$ cat src/rtl/pba_pkg.sv
package pba_pkg;

  localparam logic [7:0] PBA_EMPTY = 8'h80;

  typedef enum logic [2:0] {
    OP_NOP     = 3'd0,
    OP_ALLOC   = 3'd1,
    OP_RESET   = 3'd2,
    OP_RX_POP  = 3'd3,
    OP_RX_FREE = 3'd4,
    OP_RELEASE = 3'd5,
    OP_TX_PUSH = 3'd6,
    OP_TX_CLR  = 3'd7
  } pba_op_e;

  typedef enum logic [1:0] {
    SLOT_IDLE,
    SLOT_CMD,
    SLOT_DRAIN,
    SLOT_RX
  } pba_slot_e;

endpackage

$ cat src/rtl/pba_queue.sv
module pba_queue #(
  parameter int DEPTH = 4,
  parameter int W     = 2,
  localparam int CW   = $clog2(DEPTH + 1),
  localparam int AW   = $clog2(DEPTH)
) (
  input  logic          clk,
  input  logic          rst_n,
  input  logic          clr,
  input  logic          push,
  input  logic [W-1:0]  push_data,
  input  logic          pop,
  output logic [W-1:0]  head,
  output logic [CW-1:0] count
);

  localparam logic [CW-1:0] FULL = CW'(DEPTH);

  logic [W-1:0]  ent_q [DEPTH];
  logic [W-1:0]  ent_n [DEPTH];
  logic [CW-1:0] cnt_q, cnt_n;
  logic          upd;

  assign upd = clr | push | pop;

  always_comb begin
    ent_n = ent_q;
    cnt_n = cnt_q;
    if (clr) begin
      cnt_n = '0;
    end else begin
      if (pop && cnt_q != '0) begin
        for (int i = 0; i < DEPTH - 1; i++) begin
          ent_n[i] = ent_q[i+1];
        end
        cnt_n = cnt_q - CW'(1);
      end
      if (push && cnt_n < FULL) begin
        ent_n[cnt_n[AW-1:0]] = push_data;
        cnt_n = cnt_n + CW'(1);
      end
    end
  end

  always_ff @(posedge clk or negedge rst_n) begin
    if (!rst_n) begin
      cnt_q <= '0;
      for (int i = 0; i < DEPTH; i++) begin
        ent_q[i] <= '0;
      end
    end else if (upd) begin
      cnt_q <= cnt_n;
      ent_q <= ent_n;
    end
  end

  assign head  = ent_q[0];
  assign count = cnt_q;

  AST_Q_BOUND: assert property (@(posedge clk) disable iff (!rst_n)
    cnt_q <= FULL);

  AST_Q_FULL_HOLD: assert property (@(posedge clk) disable iff (!rst_n)
    (cnt_q == FULL && push && !pop && !clr) |=> (cnt_q == FULL));

endmodule

$ cat src/rtl/pba_pool.sv
module pba_pool #(
  parameter int PAGES = 4,
  localparam int PW   = $clog2(PAGES),
  localparam int CW   = $clog2(PAGES + 1)
) (
  input  logic          clk,
  input  logic          rst_n,
  input  logic          clr,
  input  logic          rel_en,
  input  logic [PW-1:0] rel_page,
  input  logic          alloc_en,
  output logic          grant,
  output logic [PW-1:0] grant_page,
  output logic [CW-1:0] used_count
);

  logic [PAGES-1:0] bm_q, bm_n, bm_rel;
  logic             any_free;
  logic [PW-1:0]    free_idx;
  logic             upd;

  always_comb begin
    bm_rel = bm_q;
    if (rel_en) begin
      bm_rel[rel_page] = 1'b0;
    end
  end

  always_comb begin
    any_free = 1'b0;
    free_idx = '0;
    for (int i = PAGES - 1; i >= 0; i--) begin
      if (!bm_rel[i]) begin
        any_free = 1'b1;
        free_idx = PW'(i);
      end
    end
  end

  assign grant      = alloc_en & any_free;
  assign grant_page = free_idx;

  always_comb begin
    bm_n = bm_rel;
    if (grant) begin
      bm_n[free_idx] = 1'b1;
    end
    if (clr) begin
      bm_n = '0;
    end
  end

  assign upd = clr | rel_en | grant;

  always_ff @(posedge clk or negedge rst_n) begin
    if (!rst_n) begin
      bm_q <= '0;
    end else if (upd) begin
      bm_q <= bm_n;
    end
  end

  always_comb begin
    used_count = '0;
    for (int i = 0; i < PAGES; i++) begin
      used_count = used_count + CW'(bm_q[i]);
    end
  end

  AST_GRANT_SETS: assert property (@(posedge clk) disable iff (!rst_n)
    (grant && !clr) |=> bm_q[$past(grant_page)]);

  AST_COUNT_STEP: assert property (@(posedge clk) disable iff (!rst_n)
    (grant && !clr && !rel_en) |=> (used_count == $past(used_count) + CW'(1)));

endmodule

$ cat src/rtl/pba_alloc_unit.sv
module pba_alloc_unit
  import pba_pkg::*;
#(
  parameter int PAGES  = 4,
  parameter int QDEPTH = 4,
  localparam int PW    = $clog2(PAGES),
  localparam int CW    = $clog2(PAGES + 1),
  localparam int QCW   = $clog2(QDEPTH + 1)
) (
  input  logic           clk,
  input  logic           rst_n,
  input  logic           cmd_valid,
  input  logic [7:0]     cmd_byte,
  input  logic [PW-1:0]  pkt_num,
  input  logic           tx_enable,
  input  logic           auto_release,
  input  logic           rx_req,
  input  logic           done_ack,
  output logic           rx_ack,
  output logic           rx_ok,
  output logic [7:0]     alloc_result,
  output logic           alloc_done,
  output logic           rx_pending,
  output logic           tx_done,
  output logic [7:0]     rx_head,
  output logic [7:0]     done_head,
  output logic [CW-1:0]  used_count,
  output logic [QCW-1:0] tx_count
);

  localparam logic [QCW-1:0] QFULL = QCW'(QDEPTH);
  localparam logic [CW-1:0]  PFULL = CW'(PAGES);

  pba_op_e   op;
  pba_slot_e slot;

  logic [7:0]     res_q, res_n;
  logic           adone_q, adone_n;
  logic           pend_q, pend_n;
  logic           rxok_q, rxok_n;

  logic           pool_clr, rel_en, alloc_en, grant, try_tx;
  logic [PW-1:0]  rel_page, grant_page;

  logic           rx_push, rx_pop, rx_clr;
  logic           tx_push, tx_pop, tx_clr;
  logic           dn_push, dn_pop, dn_clr;
  logic [PW-1:0]  rx_hd, tx_hd, dn_hd;
  logic [QCW-1:0] rx_cnt, tx_cnt, dn_cnt;

  assign op = pba_op_e'(cmd_byte[7:5]);

  always_comb begin
    if (cmd_valid)                        slot = SLOT_CMD;
    else if (tx_enable && tx_cnt != '0)   slot = SLOT_DRAIN;
    else if (rx_req)                      slot = SLOT_RX;
    else                                  slot = SLOT_IDLE;
  end

  assign rx_ack = (slot == SLOT_RX);

  // command, drain and receive decode
  always_comb begin
    pool_clr = 1'b0;
    rel_en   = 1'b0;
    rel_page = '0;
    alloc_en = 1'b0;
    try_tx   = 1'b0;
    rx_push  = 1'b0;
    rx_pop   = 1'b0;
    rx_clr   = 1'b0;
    tx_push  = 1'b0;
    tx_pop   = 1'b0;
    tx_clr   = 1'b0;
    dn_push  = 1'b0;
    dn_clr   = 1'b0;
    res_n    = res_q;
    adone_n  = adone_q;
    pend_n   = pend_q;
    rxok_n   = 1'b0;
    unique case (slot)
      SLOT_CMD: begin
        unique case (op)
          OP_ALLOC:   try_tx = 1'b1;
          OP_RESET: begin
            pool_clr = 1'b1;
            rx_clr   = 1'b1;
            tx_clr   = 1'b1;
            dn_clr   = 1'b1;
            res_n    = 8'h00;
            pend_n   = 1'b0;
          end
          OP_RX_POP: begin
            rx_pop = (rx_cnt != '0);
            pend_n = (rx_cnt > QCW'(1));
          end
          OP_RX_FREE: begin
            rx_pop   = (rx_cnt != '0);
            rel_en   = (rx_cnt != '0);
            rel_page = rx_hd;
            pend_n   = (rx_cnt > QCW'(1));
          end
          OP_RELEASE: begin
            rel_en   = 1'b1;
            rel_page = pkt_num;
          end
          OP_TX_PUSH: tx_push = 1'b1;
          OP_TX_CLR: begin
            tx_clr = 1'b1;
            dn_clr = 1'b1;
          end
          default: ;
        endcase
      end
      SLOT_DRAIN: begin
        tx_pop = 1'b1;
        if (auto_release) begin
          rel_en   = 1'b1;
          rel_page = tx_hd;
        end else begin
          dn_push = 1'b1;
        end
      end
      SLOT_RX: begin
        alloc_en = (rx_cnt != QFULL);
        if (grant) begin
          rx_push = 1'b1;
          pend_n  = 1'b1;
          rxok_n  = 1'b1;
        end
      end
      default: ;
    endcase
    // a release while a transmit allocation is pending retries it
    if (rel_en && res_q == PBA_EMPTY) begin
      try_tx = 1'b1;
    end
    if (try_tx) begin
      alloc_en = 1'b1;
      if (grant) begin
        res_n   = 8'(grant_page);
        adone_n = 1'b1;
      end else begin
        res_n   = PBA_EMPTY;
        adone_n = 1'b0;
      end
    end
  end

  assign dn_pop = done_ack & (dn_cnt != '0);

  always_ff @(posedge clk or negedge rst_n) begin
    if (!rst_n) begin
      res_q   <= 8'h00;
      adone_q <= 1'b0;
      pend_q  <= 1'b0;
      rxok_q  <= 1'b0;
    end else begin
      if (try_tx || pool_clr) begin
        res_q   <= res_n;
        adone_q <= adone_n;
      end
      if (rx_push || rx_pop || rx_clr || slot == SLOT_CMD) begin
        pend_q <= pend_n;
      end
      rxok_q <= rxok_n;
    end
  end

  pba_pool #(.PAGES(PAGES)) u_pool (
    .clk        (clk),
    .rst_n      (rst_n),
    .clr        (pool_clr),
    .rel_en     (rel_en),
    .rel_page   (rel_page),
    .alloc_en   (alloc_en),
    .grant      (grant),
    .grant_page (grant_page),
    .used_count (used_count)
  );

  pba_queue #(.DEPTH(QDEPTH), .W(PW)) u_rxq (
    .clk (clk), .rst_n (rst_n), .clr (rx_clr), .push (rx_push),
    .push_data (grant_page), .pop (rx_pop), .head (rx_hd), .count (rx_cnt)
  );

  pba_queue #(.DEPTH(QDEPTH), .W(PW)) u_txq (
    .clk (clk), .rst_n (rst_n), .clr (tx_clr), .push (tx_push),
    .push_data (pkt_num), .pop (tx_pop), .head (tx_hd), .count (tx_cnt)
  );

  pba_queue #(.DEPTH(QDEPTH), .W(PW)) u_dnq (
    .clk (clk), .rst_n (rst_n), .clr (dn_clr), .push (dn_push),
    .push_data (tx_hd), .pop (dn_pop), .head (dn_hd), .count (dn_cnt)
  );

  assign alloc_result = res_q;
  assign alloc_done   = adone_q;
  assign rx_pending   = pend_q;
  assign rx_ok        = rxok_q;
  assign tx_done      = (dn_cnt != '0);
  assign tx_count     = tx_cnt;
  assign rx_head      = (rx_cnt == '0) ? PBA_EMPTY : 8'(rx_hd);
  assign done_head    = (dn_cnt == '0) ? PBA_EMPTY : 8'(dn_hd);

  AST_ALLOC_FULL: assert property (@(posedge clk) disable iff (!rst_n)
    (cmd_valid && op == OP_ALLOC && used_count == PFULL)
      |=> (alloc_result == PBA_EMPTY && !alloc_done));

  AST_RETRY_ON_FREE: assert property (@(posedge clk) disable iff (!rst_n)
    (rel_en && alloc_result == PBA_EMPTY)
      |=> (alloc_result != PBA_EMPTY && alloc_done));

  AST_RX_LAST_POP: assert property (@(posedge clk) disable iff (!rst_n)
    (cmd_valid && op == OP_RX_POP && rx_cnt == QCW'(1))
      |=> (!rx_pending && rx_head == PBA_EMPTY));

  AST_TX_FULL_IGNORED: assert property (@(posedge clk) disable iff (!rst_n)
    (cmd_valid && op == OP_TX_PUSH && tx_cnt == QFULL)
      |=> (tx_count == QFULL));

  AST_ONE_SLOT: assert property (@(posedge clk) disable iff (!rst_n)
    $onehot0({rx_ack, cmd_valid, tx_pop}));

endmodule

$ cat config.mk
export PLATFORM = sky130hd
export DESIGN_NAME = pba_alloc_unit
export DESIGN_NICKNAME = d
export VERILOG_FILES = /design/src/rtl/pba_pkg.sv /design/src/rtl/pba_queue.sv /design/src/rtl/pba_pool.sv /design/src/rtl/pba_alloc_unit.sv
export SDC_FILE = /design/constraint.sdc
export NUM_CORES = 1
export LEC_CHECK = 0
export BUFFER_PORTS_ARGS = -buffer_cell sky130_fd_sc_hd__buf_2
export CORE_MARGIN = 5
export CORE_UTILIZATION = 35
export DETAILED_ROUTE_END_ITERATION = 10
export PLACE_DENSITY_LB_ADDON = 0.25
export REMOVE_ABC_BUFFERS = 1
export SYNTH_ARGS = -nofsm -noshare
export SYNTH_HDL_FRONTEND = slang
export SYNTH_HIERARCHICAL = 1
export SYNTH_SLANG_ARGS = --single-unit
$ cat constraint.sdc
create_clock -name clk -period 6.1 [get_ports clk]
set_input_delay 1.22 -clock clk [delete_from_list [all_inputs] [get_ports clk]]
set_output_delay 1.22 -clock clk [all_outputs]
set_load 0.05 [all_outputs]
* Word-level counts from Yosys, hierarchy flattened
Index checks and enable logic that the tools add are counted.
Word-level totals: flip-flop bits (word level) 48, input bits 17, output and inout port bits 35, logic and storage cells 192
Operators by class: add/subtract/negate cells 9, order comparisons 14, equal/unequal tests 14, mux-type cells 81, bitwise operators 18, reduce and logical (&&, ||, !) cells 36
Operator list (number):
- 2-to-1 mux 8 bit | 9
- 2-to-1 mux 3 bit | 12
- 2-to-1 mux 6 bit | 6
- 2-to-1 mux 1 bit | 26
- bitwise mux 8 bit | 3
- 2-to-1 mux 2 bit | 11
- logical AND 1 bit | 13
- demux 2 bit (select 2 bit) | 3
- equality test 3 bit (second input constant) | 4
- 2-to-1 mux 4 bit | 3
- AND reduction 3 bit | 4
- adder 3 x 1 -> 3 bit (second input constant) | 3
- >= comparator 3 bit (second input constant) | 3
- < comparator 3 x 1 -> 1 bit (second input constant) | 3
- < comparator 3 bit (second input constant) | 3
- NOT 2 -> 3 bit | 3
- nonzero test 3 bit | 3
- subtractor 3 x 1 -> 3 bit (second input constant) | 3
- equality test 8 bit (second input constant) | 1
- OR 1 bit | 8
- one-hot mux 1 bit (2 select lines) | 4
- one-hot mux 2 bit (2 select lines) | 2
- AND reduction 2 bit | 4
- adder 3 x 1 -> 3 bit | 2
- 22 further kinds | 36

* Depth between registers and ports, before layout
Gate-level depths: netlist (run 1).
depth in word-level cells 24, gate-level depth with buffers 19, gate-level depth less buffers 18

* Cells and area by module
Netlist (run 1), hierarchy kept.
By module, submodules not included:
- pba_queue at u_dnq ... | instances 2, cells an instance 80, area an instance 793.3 um2, seq. area each 275.3 um2
- pba_queue at u_txq | instances 1, cells an instance 86, area an instance 828.3 um2, seq. area each 275.3 um2
- pba_alloc_unit | instances 1, cells an instance 86, area an instance 709.4 um2, seq. area each 150.1 um2
- pba_pool | instances 1, cells an instance 42, area an instance 355.3 um2, seq. area each 100.1 um2

* Least setup slack after synthesis (run 1)
No wires, ideal clock.
path type input-to-reg, start point input port tx_enable, end point register with a tool-made name, setup time 0.128 ns, data arrival time 4.361 ns, data required time 5.972 ns, slack 1.612 ns, cell stages on the path 16, buffers on the path 1, cells stage by stage o31ai_1 > nor2b_1 > nor2_1 > ha_1 > or4b_1 > o21ba_4 > nand2_1 > o21ai_0 > inv_1 > nand2_1 > inv_1 > nor2_1 > or2_2 > buf_4 > nor4_4 > mux2_1
RTL lines:
- start: declaration | RTL line pba_alloc_unit.sv:15 | input logic tx_enable,

==> run_results.csv, run 1 <==
group,metric,value,unit
status,status,"completed",
floorplan,die_w,110,microns
critical_path,crit_fanout,10,
yosys,seq_area_frac_synth,0.309,
sta,slew_violations,0,
placed_design,pre_cts_ws,1130,ps
placed_design,placed_area,3620,sq um
sta,setup_slack,1440,ps
yosys,synth_warnings,6,
sta,rsz0062_at_grt,"no",
clock_network,clk_latency,290,ps
pwr,clkPwrFrac,0.128,
placed_design,place_hpwl,5860,microns
pwr,swShare,0.519,
pwr,p_switching,0.000932,W
yosys,synth_edf_count,0,
pwr,power.share.combinational,0.600,
clock_network,clock_sinks,43,
yosys,syn-cell-area,3480,sq um
worst_hold_path,min_path_type,"register to register",
yosys,syn_area_per_cell,9.30,sq um
worst_hold_path,hold_depth,1,
yosys,async_reset_ff_frac,1.00,
final_layout,n_fill_cell,999,
global_route,grt_antenna_before_repair,0,
clock_network,cts.clk_slew.worst_paths,80,ps
route,vias_per_cell,5.37,
floorplan,dieHeight,110,microns
route,ant_nets,0,
floorplan,io_pins,52,
clock_network,cts_resized,0,
sta,setup_viol_count_final,0,
sta,tightest_slew,983,ps
floorplan,core-area,9730,sq um
placed_design,place_congestion,0.822,
clock_network,cts_buffers,5,
route,drt-initial-drc-count,145,
placed_design,portBuffers,31,
critical_path,critPathCaptureType,"register",
pwr,internal-power,0.000863,W
floorplan,dieArea,12000,sq um
yosys,ys.flop_type,"dfrtp_1",
yosys,synth_cell_types,74,
critical_path,critPathRequiredTime,6270,ps
sta,hold_violations,0,
pwr,max-vdd-ir-drop,0.253,mV
pwr,pwr-share-seq,0.272,
floorplan,rows,36,
critical_path,rr_worst_depth,16,
yosys,synth-seq-cells,43,
placed_design,dp.cells,523,
sta,fmax,0.214,GHz
job,drv_cap,0,
final_layout,area_growth,7.44,%
final_layout,final_cell_mix,"dfrtp_1 (43), buf_2 (31), inv_1 (26), nand2_1 (23)",
sta,clock_skew,9.55,ps
final_layout,multi_input_area,2110,sq um
final_layout,layout_commonest_cell,"dfrtp_1",
route,drc,0,
critical_path,cp.arrival,4840,ps
final_layout,antenna_cells,0,
clock_network,cts_hold_repair.buffers,0,
clock_network,clock-root-buffer,"clkbuf_8",
global_route,overflow,0,
route,wl,7690,microns
final_layout,postLayoutCellArea,3740,sq um
route,post_drt_wl_per_cell,14.5,microns
critical_path,timing.rr.start,"u_txq/count[2]$_DFFE_PN0P_",
pwr,power_density,480,nW/um^2
final_layout,finalNonFillerCells,531,
global_route,grt_max_degree,44,
clock_network,htree_levels,2,
sta,min_period,4660,ps
global_route,grt_usage,0.132,
final_layout,nets,426,
sta,finalSetupTns,0,ps
sta,period_share,0.764,
clock_network,cts_tree,"yes",
global_route,grt_pass1_vias,2741,
pwr,p_leak,1.60,nW
clock_network,post_cts_buffers,0,
critical_path,r2r_setup_slack,1640,ps
clock_network,clk_path_buf_depth,2,
route,num_vias,2853,
final_layout,layout.area.seq,1080,sq um
final_layout,drive_gt1_frac,0.226,
route,drtPass1Iterations,4,
global_route,grt_pass1_wl,12900,microns
critical_path,critical_path_class,"input pin to register",
critical_path,startpoint_type,"input pin",
yosys,synth_cells,374,
floorplan,initial_core_util,0.358,
sta,slew_headroom,0.345,
-- cell usage after synthesis (all sizes together) (3+ instances only) --
cell | instances | share of area
dfrtp | 43 | 0.31
buf | 29 | 0.065
inv | 26 | 0.028
nand2 | 24 | 0.027
a21oi | 23 | 0.035
nand3 | 22 | 0.033
nor2 | 20 | 0.022
o21ai | 15 | 0.024
o211ai | 13 | 0.029
a32oi | 12 | 0.030
ha | 11 | 0.040
nor3 | 11 | 0.019
nor2b | 10 | 0.018
or3 | 9 | 0.020
o211a | 8 | 0.023
mux2 | 7 | 0.026
nand3b | 6 | 0.013
a211oi | 5 | 0.018
and2 | 5 | 0.010
and3 | 5 | 0.011
nand2b | 5 | 0.0097
o221ai | 5 | 0.018
xnor2 | 5 | 0.013
o2111ai | 4 | 0.014
o21bai | 4 | 0.0086
a22oi | 3 | 0.0065
a31oi | 3 | 0.0054
mux2i | 3 | 0.0086
or2 | 3 | 0.0054
or2b | 3 | 0.0083
-- power by group through the flow --
stage | Combinational, W | Clock, W | Sequential [W]
global placement | 0.00107 | 0 | 0.000490
floorplan | 0.000809 | 0 | 0.000541
global route | 0.00118 | 0.000251 | 0.000503
finish | 0.00108 | 0.000229 | 0.000488
detailed placement | 0.00108 | 0 | 0.000492
CTS | 0.00108 | 0.000239 | 0.000486
-- logic make-up after synthesis --
family                     after synthesis  share of synthesized area
other                                    1                    0.00108
xor gates and xnor gates                 5                     0.0126
muxes                                   10                     0.0345
AOI/OAI and AO/OA                      108                      0.250
buffers and inverters                   57                      0.101
and+or+nand+nor                        138                      0.246
DFF                                     43                      0.309
adders and majority gates               12                     0.0453
-- metal layers --
layer	GRT usage	vias up	share of wire
met2	0.226	49	0.48
met3	0.0217	2	0.041
met4	0.0303	0	0.0046
met1	0.175	1401	0.47
li1	-	1401	-
met5	0	-	0
-- stage by stage --
step	hold slack, ps	utilization	power [W]
after CTS	508	0.384	0.00181
final	504	0.384	0.00179
after floorplan	458	-	0.00135
after global routing	520	0.384	0.00193
after global placement	475	0.372	0.00156
after detailed placement	489	0.372	0.00157
-- worst max-delay path by stage --
stage	start	endpoint	slack, ps	cells past startpoint
finish	tx_enable	register	1440	17
CTS	tx_enable	register	1410	17
floorplan	tx_enable	register	1630	15
detailed placement	tx_enable	register	1130	16
global placement	tx_enable	register	1150	16
global route	tx_enable	register	1070	17
-- area by class of cell --
class | instances | area share
flip-flops and latches | 43 | 0.288
clock inverters | 2 | 0.00937
repair buffers | 33 | 0.0455
multi-input cells | 288 | 0.565
well taps | 133 | 0.0445
clock buffers | 6 | 0.0221
inverters | 26 | 0.0261
-- worst max-delay path: stages --
cell	delay, ps
buf_2	90
o31ai_1	80
nor2b_1	180
nor2_1	80
inv_1	60
ha_1	280
and4bb_2	310
a221oi_2	80
nor2_1	490
o21ai_0	230
inv_1	190
nand2_1	100
inv_1	230
nor2_1	110
or2_2	410
nor4_4	350
mux2_1	360
Note: power is estimated with default switching activity, not from simulation.
==> run 2, diff against run 1 <==
--- a/config.mk
+++ b/config.mk
@@ -5,6 +5,7 @@
 export SDC_FILE = /design/constraint.sdc
 export NUM_CORES = 1
 export LEC_CHECK = 0
+export ABC_AREA = 1
 export BUFFER_PORTS_ARGS = -buffer_cell sky130_fd_sc_hd__buf_2
 export CORE_MARGIN = 5
 export CORE_UTILIZATION = 35
==> constraint.sdc (replaced) <==
create_clock -name clk -period 4.88 [get_ports clk]
set_input_delay 0.976 -clock clk [delete_from_list [all_inputs] [get_ports clk]]
set_output_delay 0.976 -clock clk [all_outputs]
set_load 0.05 [all_outputs]
==> run_results.csv, run 2 <==
group,metric,value,unit
status,status,"completed",
critical_path,crit_fanout,12,
yosys,synth.largest_area_cell,"dfrtp_1",
sta,slew_violations,0,
pwr,max-vdd-ir-drop,0.276,mV
clock_network,post_cts_buffers,0,
placed_design,place_congestion,0.797,
floorplan,core-area,9730,sq um
sta,hold_violations,0,
worst_hold_path,hold_depth,2,
pwr,pwr-share-seq,0.277,
yosys,synth_cells,520,
global_route,grt_pass1_vias,2943,
pwr,swShare,0.564,
final_layout,final_cell_mix,"nand2_1 (161), inv_1 (77), nand3_1 (68), dfrtp_1 (43), buf_2 (31)",
floorplan,die_w,110,microns
critical_path,critPathRequiredTime,5110,ps
clock_network,cts.clk_slew.worst_paths,80,ps
floorplan,rows,36,
sta,min_period,3970,ps
yosys,synth-seq-cells,43,
clock_network,cts_buffers,5,
clock_network,cts_hold_repair.buffers,0,
critical_path,crit_chain,"buf_2, o31ai_1, a21oi_1, ha_1, nand2_1, inv_1, nand2_1, a31oi_1, nand3_1, nand4_1, inv_1, a21oi_1, nand2_1, inv_1, inv_1, a21oi_4, nand3_1, nand2_1, nand3_1, nand2_1",
sta,fmax,0.252,GHz
critical_path,crit_slowest_cell,"ha_1",
yosys,synth_top_area_share,0.310,
floorplan,dieArea,12000,sq um
floorplan,initial_core_util,0.356,
clock_network,clock_sinks,43,
pwr,p_switching,0.00118,W
yosys,yosysMostFrequentCell,"nand2_1",
sta,period_share,0.813,
final_layout,n_fill_cell,1095,
route,wl,7770,microns
route,ant_nets,0,
critical_path,worst_path_largest_cell_delay,430,ps
yosys,synth_warnings,6,
sta,slew_headroom,0.339,
floorplan,io_pins,52,
worst_hold_path,worstHoldStart,"u_txq/ent_q[4]$_DFFE_PN0P_",
final_layout,fin_util,0.382,
yosys,synthTopCellsByArea,"dfrtp_1 (31%), nand2_1 (17%), nand3_1 (9.8%)",
sta,clock_skew,9.82,ps
sta,setup_viol_count_final,0,
yosys,synth_cell_types,29,
yosys,seq_area_frac_synth,0.310,
clock_network,htree_levels,2,
pwr,power.share.combinational,0.618,
clock_network,cts_tree,"yes",
yosys,syn-cell-area,3470,sq um
pwr,power_density,562,nW/um^2
route,drtPass1Iterations,7,
critical_path,startpoint_type,"input pin",
yosys,ys.flop_type,"dfrtp_1",
route,num_vias,3183,
clock_network,clk_latency,300,ps
pwr,p_leak,2.02,nW
placed_design,pre_cts_ws,617,ps
global_route,grt_usage,0.136,
sta,finalSetupTns,0,ps
global_route,overflow,0,
final_layout,layout.area.seq,1080,sq um
sta,rsz0062_at_grt,"no",
final_layout,layout_commonest_cell,"nand2_1",
yosys,synth_edf_count,0,
final_layout,antenna_cells,0,
critical_path,cp_common_cell,"nand2_1",
critical_path,critPathCaptureType,"register",
final_layout,multi_input_area,1890,sq um
critical_path,timing.rr.start,"u_txq/count[2]$_DFFE_PN0P_",
route,drt-initial-drc-count,141,
critical_path,rr_worst_depth,20,
global_route,grt_pass1_wl,13400,microns
critical_path,r2r_end,"u_rxq/ent_q[4]$_DFFE_PN0P_",
worst_hold_path,min_path_type,"register to register",
critical_path,r2r_setup_slack,1000,ps
global_route,grt_antenna_before_repair,0,
critical_path,cp.arrival,4200,ps
sta,setup_slack,913,ps
route,drc,0,
clock_network,clk_path_buf_depth,2,
critical_path,critical_path_class,"input pin to register",
final_layout,drive_gt1_frac,0.159,
pwr,total_power,0.00209,W
route,vias_per_cell,4.67,
sta,tightest_slew,992,ps
clock_network,cts_resized,0,
clock_network,clock-root-buffer,"clkbuf_8",
worst_hold_path,whs_endpoint,"u_txq/ent_q[4]$_DFFE_PN0P_",
yosys,ys_top_cells_by_count,"nand2_1 (161), inv_1 (77), nand3_1 (68), dfrtp_1 (43), nor2_1 (26)",
route,post_drt_wl_per_cell,11.4,microns
yosys,syn_area_per_cell,6.67,sq um
pwr,internal-power,0.000910,W
final_layout,area_growth,7.26,%
global_route,grt_max_degree,44,
placed_design,portBuffers,31,
final_layout,nets,576,
yosys,async_reset_ff_frac,1.00,
pwr,clkPwrFrac,0.106,
placed_design,place_hpwl,6100,microns
job,drv_cap,0,
floorplan,dieHeight,110,microns
-- run 2: metrics by stage --
| step | cells | instance area (sq um) | hold slack [ps] |
|---|---|---|---|
| floorplan | 506 | 3290 | 449 |
| global placement | 673 | 3630 | 464 |
| detailed placement | 673 | 3630 | 468 |
| CTS | 681 | 3720 | 489 |
| global route | 681 | 3720 | 498 |
| finish | 681 | 3720 | 484 |
-- run 2: area by class of cell --
class,instances,share of cell area
Clock inverter,3,0.00404
Multi-Input combinational cell,377,0.509
Clock buffer,5,0.0185
Tap cell,133,0.0448
Timing Repair Buffer,34,0.0478
Sequential cell,43,0.289
Inverter,86,0.0868
-- run 2: routing by layer --
layer  global-route usage  vias to the layer above  share of wire
met4               0.0267                        0         0.0068
met5                    0                        -              0
met3               0.0200                        5          0.046
li1                     -                     1665              -
met2                0.228                       70           0.47
met1                0.187                     1443           0.48
-- run 2: critical path: cells and delay by family --
kind | cells | cell delay [ps]
buffers and inverters | 5 | 470
adder cells (fa/ha/maj) | 1 | 430
AO/OA/AOI/OAI | 5 | 1260
AND/OR/NAND/NOR | 9 | 1070
-- run 2: power by group through the flow --
| stage | sequential [W] | combinational (W) | clock, W |
|---|---|---|---|
| 2_1_floorplan | 0.000642 | 0.000982 | 0 |
| 3_3_place_gp | 0.000583 | 0.00128 | 0 |
| 3_5_place_dp | 0.000585 | 0.00130 | 0 |
| 4_1_cts | 0.000579 | 0.00130 | 0.000233 |
| 5_1_grt | 0.000598 | 0.00145 | 0.000248 |
| 6_report | 0.000578 | 0.00129 | 0.000221 |
-- run 2: logic make-up (layout without fill, tap and decap cells) --
logic type | Yosys count | in the layout | share of synthesized area
AOI/OAI and AO/OA | 35 | 35 | 0.0599
adders and majority gates | 12 | 12 | 0.0455
buffers and inverters | 114 | 128 | 0.159
DFF | 43 | 43 | 0.310
other | 1 | 15 | 0.00108
and+or+nand+nor | 315 | 315 | 0.424
-- run 2: worst max-delay path by stage --
| stage | depth (start not counted) | end | from | slack, ps |
|---|---|---|---|---|
| 2_1_floorplan | 18 | register | tx_enable | 1350 |
| 6_report | 20 | u_rxq/ent_q[4]$_DFFE_PN0P_ | tx_enable | 910 |
| 5_1_grt | 20 | u_rxq/ent_q[4]$_DFFE_PN0P_ | tx_enable | 400 |
| 3_3_place_gp | 20 | u_rxq/ent_q[5]$_DFFE_PN0P_ | tx_enable | 700 |
| 3_5_place_dp | 20 | u_rxq/ent_q[4]$_DFFE_PN0P_ | tx_enable | 620 |
| 4_1_cts | 20 | u_rxq/ent_q[4]$_DFFE_PN0P_ | tx_enable | 920 |
